`src/rtl/tmr_flag_pkg.sv`:
```
package tmr_flag_pkg;
  localparam int unsigned REG_W   = 8;
  localparam int unsigned FLAG_N  = 2;
  localparam int unsigned OVF_IDX = 0;
  localparam int unsigned CMP_IDX = 1;
endpackage

```
`src/rtl/ovf_src_sel.sv`:
```
module ovf_src_sel (
  input  logic pwm_mode_i,
  input  logic wrap_i,
  input  logic bottom_i,
  output logic evt_o
);
  always_comb evt_o = pwm_mode_i ? bottom_i : wrap_i;
endmodule

```
`src/rtl/flag_cell.sv`:
```
module flag_cell (
  input  logic clk_i,
  input  logic rst_ni,
  input  logic set_i,
  input  logic clr_i,
  output logic flag_o
);
  logic flag_q;

  // set has priority so no event is dropped
  always_ff @(posedge clk_i or negedge rst_ni) begin
    if (!rst_ni)     flag_q <= 1'b0;
    else if (set_i)  flag_q <= 1'b1;
    else if (clr_i)  flag_q <= 1'b0;
  end

  assign flag_o = flag_q;


  set_wins_chk: assert property (@(posedge clk_i) disable iff (!rst_ni)
    set_i |=> flag_o);

  clear_chk: assert property (@(posedge clk_i) disable iff (!rst_ni)
    (clr_i && !set_i) |=> !flag_o);

  hold_chk: assert property (@(posedge clk_i) disable iff (!rst_ni)
    (!clr_i && !set_i) |=> $stable(flag_o));
endmodule

```
`src/rtl/irq_gate.sv`:
```
module irq_gate #(
  parameter int unsigned N = 2
) (
  input  logic         glob_ie_i,
  input  logic [N-1:0] ie_i,
  input  logic [N-1:0] flag_i,
  output logic [N-1:0] irq_o
);
  for (genvar g = 0; g < N; g++) begin : g_gate
    assign irq_o[g] = glob_ie_i & ie_i[g] & flag_i[g];
  end
endmodule

```
`src/rtl/tmr_irq_flags.sv`:
```
module tmr_irq_flags
  import tmr_flag_pkg::*;
#(
  parameter int unsigned DATA_W = REG_W
) (
  input  logic              clk_i,
  input  logic              rst_ni,
  input  logic              cmp_match_i,
  input  logic              ovf_wrap_i,
  input  logic              pwm_bottom_i,
  input  logic              pwm_mode_i,
  input  logic              glob_ie_i,
  input  logic              cmp_ie_i,
  input  logic              ovf_ie_i,
  input  logic              cmp_ack_i,
  input  logic              ovf_ack_i,
  input  logic              sel_i,
  input  logic              we_i,
  input  logic [DATA_W-1:0] wdata_i,
  output logic [DATA_W-1:0] rdata_o,
  output logic              cmp_irq_o,
  output logic              ovf_irq_o
);
  localparam int unsigned RSV_W = DATA_W - FLAG_N;

  logic              ovf_evt;
  logic [FLAG_N-1:0] set_vec, ack_vec, wr_clr, clr_vec, flags, ie_vec, irq_vec;

  ovf_src_sel u_ovf_sel (
    .pwm_mode_i (pwm_mode_i),
    .wrap_i     (ovf_wrap_i),
    .bottom_i   (pwm_bottom_i),
    .evt_o      (ovf_evt)
  );

  always_comb begin
    set_vec          = '0;
    ack_vec          = '0;
    ie_vec           = '0;
    set_vec[CMP_IDX] = cmp_match_i;
    set_vec[OVF_IDX] = ovf_evt;
    ack_vec[CMP_IDX] = cmp_ack_i;
    ack_vec[OVF_IDX] = ovf_ack_i;
    ie_vec[CMP_IDX]  = cmp_ie_i;
    ie_vec[OVF_IDX]  = ovf_ie_i;
    wr_clr           = (sel_i && we_i) ? wdata_i[FLAG_N-1:0] : '0;
    clr_vec          = wr_clr | ack_vec;
  end

  for (genvar g = 0; g < FLAG_N; g++) begin : g_flag
    flag_cell u_cell (
      .clk_i  (clk_i),
      .rst_ni (rst_ni),
      .set_i  (set_vec[g]),
      .clr_i  (clr_vec[g]),
      .flag_o (flags[g])
    );
  end

  irq_gate #(.N(FLAG_N)) u_gate (
    .glob_ie_i (glob_ie_i),
    .ie_i      (ie_vec),
    .flag_i    (flags),
    .irq_o     (irq_vec)
  );

  assign cmp_irq_o = irq_vec[CMP_IDX];
  assign ovf_irq_o = irq_vec[OVF_IDX];
  assign rdata_o   = sel_i ? {{RSV_W{1'b0}}, flags} : '0;


  pwm_wrap_ignored_chk: assert property (@(posedge clk_i) disable iff (!rst_ni)
    (pwm_mode_i && ovf_wrap_i && !pwm_bottom_i && !flags[OVF_IDX]) |=> !flags[OVF_IDX]);

  ack_drops_irq_chk: assert property (@(posedge clk_i) disable iff (!rst_ni)
    (ovf_ack_i && !ovf_evt) |=> !ovf_irq_o);

  cmp_sets_chk: assert property (@(posedge clk_i) disable iff (!rst_ni)
    cmp_match_i |=> flags[CMP_IDX]);
endmodule

```
`config.mk`:
```
export PLATFORM = sky130hd
export DESIGN_NAME = tmr_irq_flags
export DESIGN_NICKNAME = d
export VERILOG_FILES = /design/src/rtl/tmr_flag_pkg.sv /design/src/rtl/ovf_src_sel.sv /design/src/rtl/flag_cell.sv /design/src/rtl/irq_gate.sv /design/src/rtl/tmr_irq_flags.sv
export SDC_FILE = /design/constraint.sdc
export NUM_CORES = 1
export LEC_CHECK = 0
export BUFFER_PORTS_ARGS = -buffer_cell sky130_fd_sc_hd__buf_2
export CELL_PAD_IN_SITES_DETAIL_PLACEMENT = 0
export CELL_PAD_IN_SITES_GLOBAL_PLACEMENT = 1
export CORE_AREA = 2 2 39 41
export DETAILED_ROUTE_END_ITERATION = 6
export DIE_AREA = 0 0 41 43
export PLACE_DENSITY_LB_ADDON = 0.1
export SYNTH_ARGS = -nofsm -noshare
export SYNTH_HDL_FRONTEND = slang
export SYNTH_SLANG_ARGS = --single-unit
```
`constraint.sdc`:
```
create_clock -name clk_i -period 2.4 [get_ports clk_i]
set_clock_uncertainty 0.15 [all_clocks]
set_input_delay 0.12 -clock clk_i [delete_from_list [all_inputs] [get_ports clk_i]]
set_output_delay 0.12 -clock clk_i [all_outputs]
set_load 0.01 [all_outputs]
```
After elaboration in Yosys (flattened, before gate mapping)
Cells that the tools add are included.
{"block": "totals", "regBits": 2, "wordCells": 17, "out_inout_bits": 10, "input_bits": 21}
{"block": "op_classes", "n_reduce_logical": 3, "n_bitwise": 5, "muxes": 7}
{"operator": "$mux 1", "n": 5}
{"operator": "$and 1x1->1", "n": 4}
{"operator": "$mux 2", "n": 2}
{"operator": "$reduce_bool 2->1", "n": 2}
{"operator": "$or 2x2->2", "n": 1}
{"operator": "$logic_and 1x1->1", "n": 1}

Longest topological paths before layout
Gate-level depths: netlist of the first run.
{"block": "logic_depth", "depth_word": 5, "mapped_depth": 2, "mapped_depth_nobuf": 2}

By module
A second synthesis of the first run with hierarchy kept.
{"block": "unflattened", "hier_cells": 20, "hier_area_um2": 178.9}
{"module": "tmr_irq_flags", "area_each_um2": 78.8, "cells_each": 11, "instances": 1, "seq_area_each_um2": 0.0}
{"module": "flag_cell", "area_each_um2": 36.3, "cells_each": 3, "instances": 2, "seq_area_each_um2": 25.0}
{"module": "ovf_src_sel", "area_each_um2": 15.0, "cells_each": 1, "instances": 1, "seq_area_each_um2": 0.0}
{"module": "irq_gate", "area_each_um2": 12.5, "cells_each": 2, "instances": 1, "seq_area_each_um2": 0.0}

Least setup slack after synthesis of the first run
OpenSTA, ideal clock, no wires.
{"block": "synth_path", "path_type": "register to output", "from": "register g_flag[0].u_cell.flag_q", "to": "output ovf_irq_o", "t_required_ps": 2130, "setup_slack_ps": 1569, "stages_incl_launch_ff": 2, "arrival_ps": 561, "cell_sequence": "dfrtp_1 and3_1"}
{"block": "synth_between", "elab_chain_cells": 1}
{"element": "start, declared", "line_no": "flag_cell.sv:8", "rtl": "logic flag_q;"}
{"element": "start signal, assigned", "line_no": "flag_cell.sv:12", "rtl": "if (!rst_ni) flag_q <= 1'b0;"}
{"element": "start signal, assigned", "line_no": "flag_cell.sv:13", "rtl": "else if (set_i) flag_q <= 1'b1;"}
{"element": "start signal, assigned", "line_no": "flag_cell.sv:14", "rtl": "else if (clr_i) flag_q <= 1'b0;"}
{"element": "$and 1x1->1", "line_no": "irq_gate.sv:10", "rtl": "assign irq_o[g] = glob_ie_i & ie_i[g] & flag_i[g];"}
{"element": "end, declared", "line_no": "tmr_irq_flags.sv:22", "rtl": "output logic ovf_irq_o"}
No other way between the ends.

Worst setup path after layout of the first run
{"block": "layout_path", "from": "register g_flag[0].u_cell.flag_q", "to": "output rdata_o[0]"}
{"block": "layout_between", "elab_chain_cells": 1}
{"element": "$mux 2", "line_no": "tmr_irq_flags.sv:69", "rtl": "assign rdata_o = sel_i ? {{RSV_W{1'b0}}, flags} : '0;"}
{"element": "end, declared", "line_no": "tmr_irq_flags.sv:20", "rtl": "output logic [DATA_W-1:0] rdata_o,"}
No other way between the ends.

==> results of run 1 <==
cells by family (layout without fill, tap and decap cells):
kind of cell,after synthesis,after routing,share of synthesized area (%)
flops,2,2,29.0
compound gates,2,2,7.97
simple gates,7,7,26.8
mux,1,1,5.80
buf+inv,7,24,28.3
other cells,1,6,2.17
metal layers:
metal	GRT usage, %	vias to the layer above	wire [microns]
met5	0	-	0
met2	7.81	19	199
met1	6.43	82	189
met3	6.28	2	89
li1	-	98	-
met4	6.00	0	9
stage by stage:
| step | worst slack, ps | cells |
|---|---|---|
| detailed placement | 1440 | 53 |
| global placement | 1430 | 53 |
| floorplan | 1570 | 25 |
| finish | 1200 | 58 |
| CTS | 1190 | 58 |
| global route | 1150 | 58 |
path summary, 6_finish.rpt:
kind,start,endpoint,slack (ps),depth (start not counted)
max reg2reg,g_flag[1].u_cell.flag_o,g_flag[1].u_cell.flag_o,1550,1
min,ovf_wrap_i,g_flag[0].u_cell.flag_o,3,3
min reg2reg,g_flag[1].u_cell.flag_o,g_flag[1].u_cell.flag_o,380,1
min in group asynchronous,rst_ni,g_flag[0].u_cell.flag_o,50,2
max,g_flag[0].u_cell.flag_o,rdata_o[0],1200,2
max in group asynchronous,rst_ni,g_flag[1].u_cell.flag_o,1940,2
worst max-delay path, cell delays in order (launching register included):
cell	delay [ps]
dfrtp_1	380
and2_2	190
buf_2	130
cell usage in the layout, fill, tap and decap left out:
master and n:
and2_2 2, nand3_1 1, clkbuf_4 3, inv_1 1
and3_1 2, dlygate4sd3_1 2, mux2i_1 1, dfrtp_1 2
buf_2 18, a31o_1 1, and3_2 1, o21ai_1 1
nand2b_1 1, conb_1 6
power groups by stage:
stage	Combinational (mW)	Sequential [mW]	Clock (mW)
after floorplan	0.0223	0.0384	0
after global placement	0.0315	0.0395	0
after detailed placement	0.0322	0.0393	0
after CTS	0.0347	0.0389	0.0777
after global routing	0.0393	0.0394	0.0849
final	0.0343	0.0388	0.0749
area by class of cell:
cell class / count / area [sq um]
multi-input cells: 16 / 92.6
well taps: 16 / 20.0
flip-flops and latches: 2 / 50.0
fillers: 166 / 1080
inverters: 1 / 3.75
clock buffers: 3 / 22.5
repair buffers: 20 / 110
cell usage after synthesis (all sizes together):
| library cell | number |
|---|---|
| a31o | 1 |
| inv | 1 |
| conb | 1 |
| buf | 6 |
| dfrtp | 2 |
| and2 | 2 |
| o21ai | 1 |
| nand3 | 1 |
| and3 | 3 |
| mux2i | 1 |
| nand2b | 1 |
repair_timing:
action | in CTS | in global routing
setup endpoints to repair | 0 | 0
endpoints found under the hold margin | 3 | 0
hold buffers | 2 | 0
==> impl_results.md, run 1 <==
- Crit path kind: register to output pin
- Num CTS Buffers: 3
- Post-DP Area: 256 sq um
- Post-synth top area share: 29.0%
- Htree depth: 1
- Via count: 201
- Sequential share of power: 26.2%
- Sw Pwr: 0.0370 mW
- Initial antenna violation count: 0
- Layout cells sized above 1: 57.1%
- Initial Util: 12.5%
- Wire length per cell: 8.41 microns
- Fin nets: 65
- Total power: 0.148 mW
- Dominant cell type by area after synthesis: dfrtp_1
- Pwr Density: 495 mW/mm^2
- Register bit total from synthesis: 2
- RSZ-0062 raised after global routing: false
- Largest net degree at the start of global routing: 5
- DRT iter0 DRCs: 0
- First-pass iteration count of the detailed router: 1
- Final setup violating endpoints: 0
- Final max-slew violation count: 0
- CTS clk-pin slew, worst paths: 30 ps
- Fin. Hold Viols: 0
- Total global-route track usage: 6.63%
- Design area: 299 sq um
- Crit start category: register
- Max-cap violation count: 0
- Seq/Total Area, Yosys: 29.0%
- Drc violations: 0
- CP Data Required Time: 2130 ps
- RD Place Congestion: 0.554
- Vias in the first global route: 170
- Synth Warn #: 0
- Number of distinct library cells after synthesis: 12
- Top cells by area, synth: dfrtp_1 (29%), buf_4 (26%), and2_2 (8.7%), and3_1 (7.2%), mux2i_1 (5.8%)
- Hold WC Path Type: input port to register
- Die boundary width: 41 microns
- Post_cts resized: 0
- Synth Cell Area: 173 sq um
- First-pass GRT wire length: 676 microns
- I/O Buffers: 18
- Total grt overflow: 0
- Combinational group share of total power: 23.2%
- Num Clock Sinks: 2
- Syn-to-layout area delta: 73.2%
- Die Y: 43 microns
- Antenna viol nets, final: 0
- Status: completed
- CTS tree: done
- Post-synthesis cell count: 20
- Post-layout min period: 1200 ps
- Hold WS: 2.74 ps
- Clk buf depth: 2
- Clock Power Share: 50.6%
- Site row count: 14
- Root Driver: clkbuf_4
- CP endpoint kind: output pin
- Period utilization: 49.8%
- Setup TNS: 0 ps
- Clk_lat worst skew: 230 ps
- Core area: 0.00138 sq mm
- Boundary Pins: 31
- Max FO, Critical Path: 3
- Inserted Diodes: 0
- Sw Ratio: 25.0%
- Setup bufs post-CTS: 0
- Syn Area/Cell: 8.63 sq um
- Crit path DAT: 930 ps
- DR vias/cell: 3.47
- Highest clock rate: 836 MHz
- Max reg flops: 2
- HPWL Detailed: 420 microns
- Die Footprint: 0.00176 sq mm
- Max VDD drop: 0.350 mV
- Leak: 0.179 nW
- Final WL: 488 microns
- Cell Int Power: 0.111 mW
- Layout Utilization: 21.6%
No activity file was read; power rests on OpenSTA's default activity.
==> run 2, diff against run 1 <==
--- a/config.mk
+++ b/config.mk
@@ -8,9 +8,9 @@
 export BUFFER_PORTS_ARGS = -buffer_cell sky130_fd_sc_hd__buf_2
 export CELL_PAD_IN_SITES_DETAIL_PLACEMENT = 0
 export CELL_PAD_IN_SITES_GLOBAL_PLACEMENT = 1
-export CORE_AREA = 2 2 39 41
+export CORE_AREA = 2 2 41 43
 export DETAILED_ROUTE_END_ITERATION = 6
-export DIE_AREA = 0 0 41 43
+export DIE_AREA = 0 0 43 45
 export PLACE_DENSITY_LB_ADDON = 0.1
 export SYNTH_ARGS = -nofsm -noshare
 export SYNTH_HDL_FRONTEND = slang
==> constraint.sdc (replaced) <==
create_clock -name clk_i -period 1.1 [get_ports clk_i]
set_clock_uncertainty 0.15 [all_clocks]
set_input_delay 0.055 -clock clk_i [delete_from_list [all_inputs] [get_ports clk_i]]
set_output_delay 0.055 -clock clk_i [all_outputs]
set_load 0.01 [all_outputs]
==> run 2 against run 1 <==
Die area increased by 9.8%. Register-to-register slack got worse by 1400 ps. Final cell count increased by 14%. Global-route usage increased by 0.43 points. Routed wire length increased by 16%.
==> impl_results.md, run 2 (synthesized netlist as in run 1, its figures left out) <==
- Status: completed (unchanged)
- First-pass GRT wire length: 966 microns (was 676 microns)
- Period utilization: 98.3%
- RSZ-0062 raised after global routing: true (was false)
- Num Clock Sinks: 2 (unchanged)
- Boundary Pins: 31 (unchanged)
- Slack of the critical path: 19.2 ps (was 1200 ps)
- FF+latch area: 50.0 sq um (unchanged)
- Inserted Diodes: 0 (unchanged)
- Crit path DAT: 880 ps (was 930 ps)
- Most frequent cells in the layout: buf_2 (16), dlygate4sd3_1 (8), conb_1 (6) (was buf_2 (18), conb_1 (6), clkbuf_4 (3))
- Ordered list of cells on the worst path: and3_1 -> buf_2 (was and2_2 -> buf_2)
- Final max-slew violation count: 0 (unchanged)
- Design area: 389 sq um (was 299 sq um)
- CTS clk-pin slew, worst paths: 30 ps (about the same)
- HPWL Detailed: 440 microns (was 420 microns)
- Initial Util: 11.7% (was 12.5%)
- Syn-to-layout area delta: 125% (was 73.2%)
- Antenna viol nets, final: 0 (unchanged)
- Max FO, Critical Path: 3 (unchanged)
- Leak: 0.219 nW (was 0.179 nW)
- Via count: 233 (was 201)
- Post-layout min period: 1080 ps
- Fin nets: 73 (was 65)
- Final WL: 564 microns (was 488 microns)
- I/O Buffers: 18 (unchanged)
- CP Data Required Time: 890 ps (was 2130 ps)
- Total grt overflow: 0 (unchanged)
- Die boundary width: 43 microns (was 41 microns)
- Largest net degree at the start of global routing: 5 (unchanged)
- Vias in the first global route: 250 (was 170)
- Post-DP Area: 256 sq um (unchanged)
- Die Y: 45 microns (was 43 microns)
- Core area: 0.00147 sq mm (was 0.00138 sq mm)
- Crit start category: register (unchanged)
- Met2 WL: 333 microns (was 199 microns)
- Total power: 0.356 mW (was 0.148 mW)
- DRT iter0 DRCs: 0 (unchanged)
- Layout cells sized above 1: 52.0% (was 57.1%)
- Hold WC Path Type: input port to register (unchanged)
- Initial antenna violation count: 0 (unchanged)
- First-pass iteration count of the detailed router: 1 (unchanged)
- Fin. Hold Viols: 0 (unchanged)
- Highest Signal Layer: met3 (was met4)
- Footprint of the multi-input gates: 95.1 sq um (was 92.6 sq um)
- Max stage delay on crit path: 380 ps (about the same)
- CP endpoint kind: output pin (unchanged)
- Clk_lat worst skew: 220 ps (was 230 ps)
- Highest clock rate: 925 MHz
- Max-cap violation count: 0 (unchanged)
- DR vias/cell: 3.53 (was 3.47)
- Commonest non-fill, non-tap cell in the layout: buf_2 (unchanged)
- Met1 WL: 172 microns (was 189 microns)
- Crit path kind: register to output pin (unchanged)
- Max reg flops: 2 (unchanged)
- Post-placement setup slack: 202 ps (was 1440 ps)
- Root Driver: clkbuf_4 (unchanged)
- Wire length on met3: 58 microns (was 89 microns)
- Hold WS: 22.7 ps (was 2.74 ps)
- CP max stage cell: dfrtp_1 (unchanged)
- CTS tree: done (unchanged)
- Drc violations: 0 (unchanged)
- Die Footprint: 0.00194 sq mm (was 0.00176 sq mm)
- Htree depth: 1 (unchanged)
- Clk buf depth: 2 (unchanged)
- RD Place Congestion: 0.592 (was 0.554)
- Max VDD drop: 0.285 mV (was 0.350 mV)
- Pwr Density: 914 mW/mm^2 (was 495 mW/mm^2)
- Num CTS Buffers: 3 (unchanged)
- Fill cells: 187 (was 166)
- Wire length per cell: 8.55 microns (was 8.41 microns)
- Final setup violating endpoints: 0 (unchanged)
- Total global-route track usage: 7.06% (was 6.63%)
- Site row count: 14 (unchanged)
-- run 2: cell types whose count changed in the layout (fill, tap and decap cells not counted), sizes merged --
cell / before / now
buf: 18 / 20
dlygate4sd3: 2 / 8
-- run 2: path summary, 6_finish.rpt --
path | start | to | slack [ps] | cells after the start
max | g_flag[0].u_cell.flag_o | ovf_irq_o | 20 | 2
min | wdata_i[1] | g_flag[1].u_cell.flag_o | 20 | 3
max reg2reg | g_flag[1].u_cell.flag_o | g_flag[1].u_cell.flag_o | 120 | 2
min reg2reg | g_flag[1].u_cell.flag_o | g_flag[1].u_cell.flag_o | 490 | 2
max in group asynchronous | rst_ni | g_flag[1].u_cell.flag_o | 130 | 3
min in group asynchronous | rst_ni | g_flag[0].u_cell.flag_o | 550 | 3
-- run 2: layout make-up --
type | count | area share [%]
multi-input combinational | 16 | 24.4
timing repair buffer | 28 | 50.8
tap | 16 | 5.14
sequential | 2 | 12.9
inverter | 1 | 0.965
clock buffer | 3 | 5.79
-- run 2: power by group --
group,switching [mW],internal (mW),total [mW]
sequential,0.00472,0.0804,0.0851
combinational,0.0396,0.0716,0.111
clock,0.0390,0.120,0.159
-- run 2: metal layers --
metal | GRT usage, % | vias up
met1 | 7.07 | 106
met4 | 7.27 | 0
met2 | 11.8 | 13
met5 | 0 | -
li1 | - | 114
met3 | 1.60 | 0
-- run 2: what timing repair did --
item / CTS / global route
pin swaps: 1 / 1
resized for setup: 4 / 0
endpoints found under the hold margin: 4 / 0
setup endpoints to repair: 3 / 3
hold buffers: 8 / 0
buffers inserted: 2 / 0
-- run 2: worst max-delay path: cells and delay by family (launching register included) --
kind | cells | cell delay, ps
buffers and inverters | 1 | 130
DFF | 1 | 380
and+or+nand+nor | 1 | 140
-- run 2: per-stage QoR --
stage / setup TNS (ps) / utilization (%) / instances
floorplan: 0 / - / 25
global placement: 0 / 17.4 / 53
finish: 0 / 26.4 / 66
detailed placement: 0 / 17.4 / 53
CTS: 0 / 26.4 / 66
global route: -31.7 / 26.4 / 66
==> run 3, diff against run 2 <==
--- a/config.mk
+++ b/config.mk
@@ -11,7 +11,7 @@
 export CORE_AREA = 2 2 41 43
 export DETAILED_ROUTE_END_ITERATION = 6
 export DIE_AREA = 0 0 43 45
-export PLACE_DENSITY_LB_ADDON = 0.1
+export PLACE_DENSITY = 0.68
 export SYNTH_ARGS = -nofsm -noshare
 export SYNTH_HDL_FRONTEND = slang
 export SYNTH_SLANG_ARGS = --single-unit
==> run 3 against run 2 <==
Setup slack better by 0.90 ps. Critical endpoint unchanged. Largest power group unchanged. Routed wire length is 3.4% lower. Critical path type unchanged. Hold slack lost 14 ps.
==> impl_results.md, run 3 (synthesized netlist as in run 1, its figures left out) <==
- Flop2flop setup slack: 140 ps (was 120 ps)
- Core area: 0.00147 sq mm (unchanged)
- Total global-route track usage: 6.90% (was 7.06%)
- CP endpoint kind: output pin (unchanged)
- Syn-to-layout area delta: 131% (was 125%)
- Initial antenna violation count: 0 (unchanged)
- Die boundary width: 43 microns (unchanged)
- Die Footprint: 0.00194 sq mm (unchanged)
- Clk_lat worst skew: 230 ps (was 220 ps)
- Commonest non-fill, non-tap cell in the layout: buf_2 (unchanged)
- Final WL: 545 microns (was 564 microns)
- Initial Util: 11.7% (unchanged)
- Wire length per cell: 8.13 microns (was 8.55 microns)
- Crit path kind: register to output pin (unchanged)
- Max VDD drop: 0.295 mV (was 0.285 mV)
- Final setup violating endpoints: 0 (unchanged)
- First-pass GRT wire length: 862 microns (was 966 microns)
- HPWL Detailed: 397 microns (was 440 microns)
- Total power: 0.363 mW (was 0.356 mW)
- Fill cells: 189 (was 187)
- Boundary Pins: 31 (unchanged)
- Vias in the first global route: 232 (was 250)
- Total grt overflow: 0 (unchanged)
- Crit start category: register (unchanged)
- Sw Pwr: 0.0878 mW (was 0.0833 mW)
- RD Place Congestion: 0.625 (was 0.592)
- Hold WS: 9.02 ps (was 22.7 ps)
- Fin nets: 74 (was 73)
- I/O Buffers: 18 (unchanged)
- Layout cells sized above 1: 51.0% (was 52.0%)
- Footprint of the multi-input gates: 95.1 sq um (unchanged)
- Die Y: 45 microns (unchanged)
- Max reg flops: 2 (unchanged)
- Via count: 234 (was 233)
- R2R Path End: g_flag[1].u_cell.flag_o (unchanged)
- Htree depth: 1 (unchanged)
- Leak: 0.223 nW (was 0.219 nW)
- Num CTS Buffers: 3 (unchanged)
- Max-cap violation count: 0 (unchanged)
- DR vias/cell: 3.49 (was 3.53)
- Num Clock Sinks: 2 (unchanged)
- Fin. Hold Viols: 0 (unchanged)
- Status: completed (unchanged)
- Drc violations: 0 (unchanged)
- Hold Crit Depth: 3 (unchanged)
- Worst-case reg-to-reg path depth: 2 (unchanged)
- Largest net degree at the start of global routing: 5 (unchanged)
- First-pass iteration count of the detailed router: 2 (was 1)
- FF-to-FF Start: g_flag[1].u_cell.flag_o (unchanged)
- CP Data Required Time: 890 ps (about the same)
- CTS clk-pin slew, worst paths: 30 ps (about the same)
- Cell Int Power: 0.275 mW (was 0.272 mW)
- RSZ-0062 raised after global routing: true (unchanged)
- Root Driver: clkbuf_4 (unchanged)
- Post-layout min period: 1080 ps (about the same)
- Inserted Diodes: 0 (unchanged)
- Hold EP: g_flag[0].u_cell.flag_o (was g_flag[1].u_cell.flag_o)
- Hold WC Path Type: input port to register (unchanged)
- Critical Path Start: g_flag[0].u_cell.flag_o (unchanged)
- Crit path DAT: 870 ps (was 880 ps)
- HP Start: wdata_i[0] (was wdata_i[1])
- Max FO, Critical Path: 3 (unchanged)
- Period utilization: 98.2% (was 98.3%)
- Final max-slew violation count: 0 (unchanged)
- Antenna viol nets, final: 0 (unchanged)
- Site row count: 14 (unchanged)
- Pwr Density: 908 mW/mm^2 (was 914 mW/mm^2)
- Sw Ratio: 24.2% (was 23.4%)
- FF+latch area: 50.0 sq um (unchanged)
- Combinational group share of total power: 31.4% (was 31.3%)
- Clk buf depth: 2 (unchanged)
- Most frequent cells in the layout: buf_2 (16), dlygate4sd3_1 (9), conb_1 (6) (was buf_2 (16), dlygate4sd3_1 (8), conb_1 (6))
- CTS tree: done (unchanged)
- Highest clock rate: 926 MHz (was 925 MHz)
- DRT iter0 DRCs: 1 (was 0)
- Clock Power Share: 45.3% (was 44.8%)
- Sequential share of power: 23.3% (was 24.0%)
## run 3: cell count changes in the layout (fill, tap and decap cells not counted), sizes merged
cell,before,now
dlygate4sd3,8,9
## run 3: how the worst max path moves through the flow
stage / endpoint / slack [ps]
3_5_place_dp: rdata_o[0] / 210
3_3_place_gp: rdata_o[0] / 210
4_1_cts: ovf_irq_o / 4
6_report: ovf_irq_o / 20
2_1_floorplan: g_flag[1].u_cell.flag_o / 290
5_1_grt: ovf_irq_o / -30
## run 3: timing repair
action / 4_1_cts / 5_1_grt
resized for setup: 4 / 0
hold buffers: 9 / 0
setup buffers: 2 / 0
hold endpoints to repair: 4 / 0
setup endpoints to repair: 3 / 3
pin swaps: 1 / 1
## run 3: per-stage QoR
step,worst slack (ps),cells,instance area (sq um),TNS [ps],utilization [%]
6_report,20.1,67,399,0,27.1
5_1_grt,-29.1,67,399,-44.1,27.1
4_1_cts,3.81,67,399,0,27.1
3_5_place_dp,213,53,256,0,17.4
3_3_place_gp,210,53,256,0,17.4
2_1_floorplan,285,25,191,0,-
## run 3: metal layers
metal	share of wire, %	GRT usage [%]
met4	3.5	7.27
met3	11	3.60
met2	50	11.2
met1	36	5.87
met5	0	0
## run 3: worst max-delay path, stage by stage, from the launching register on
cell and delay [ps]:
dfrtp_1 370, and3_1 140, buf_2 130
## run 3: layout make-up
class / instances / area share, %
Inverter: 1 / 0.940
Multi-Input combinational cell: 16 / 23.8
Clock buffer: 3 / 5.64
Timing Repair Buffer: 29 / 52.0
Tap cell: 16 / 5.02
Sequential cell: 2 / 12.5
## run 3: power by group through the flow
| stage | Combinational, mW | Sequential, mW | Clock, mW |
|---|---|---|---|
| 4_1_cts | 0.114 | 0.0844 | 0.173 |
| 3_5_place_dp | 0.0694 | 0.0853 | 0 |
| 3_3_place_gp | 0.0676 | 0.0853 | 0 |
| 5_1_grt | 0.125 | 0.0856 | 0.182 |
| 2_1_floorplan | 0.0487 | 0.0839 | 0 |
| 6_report | 0.114 | 0.0844 | 0.164 |
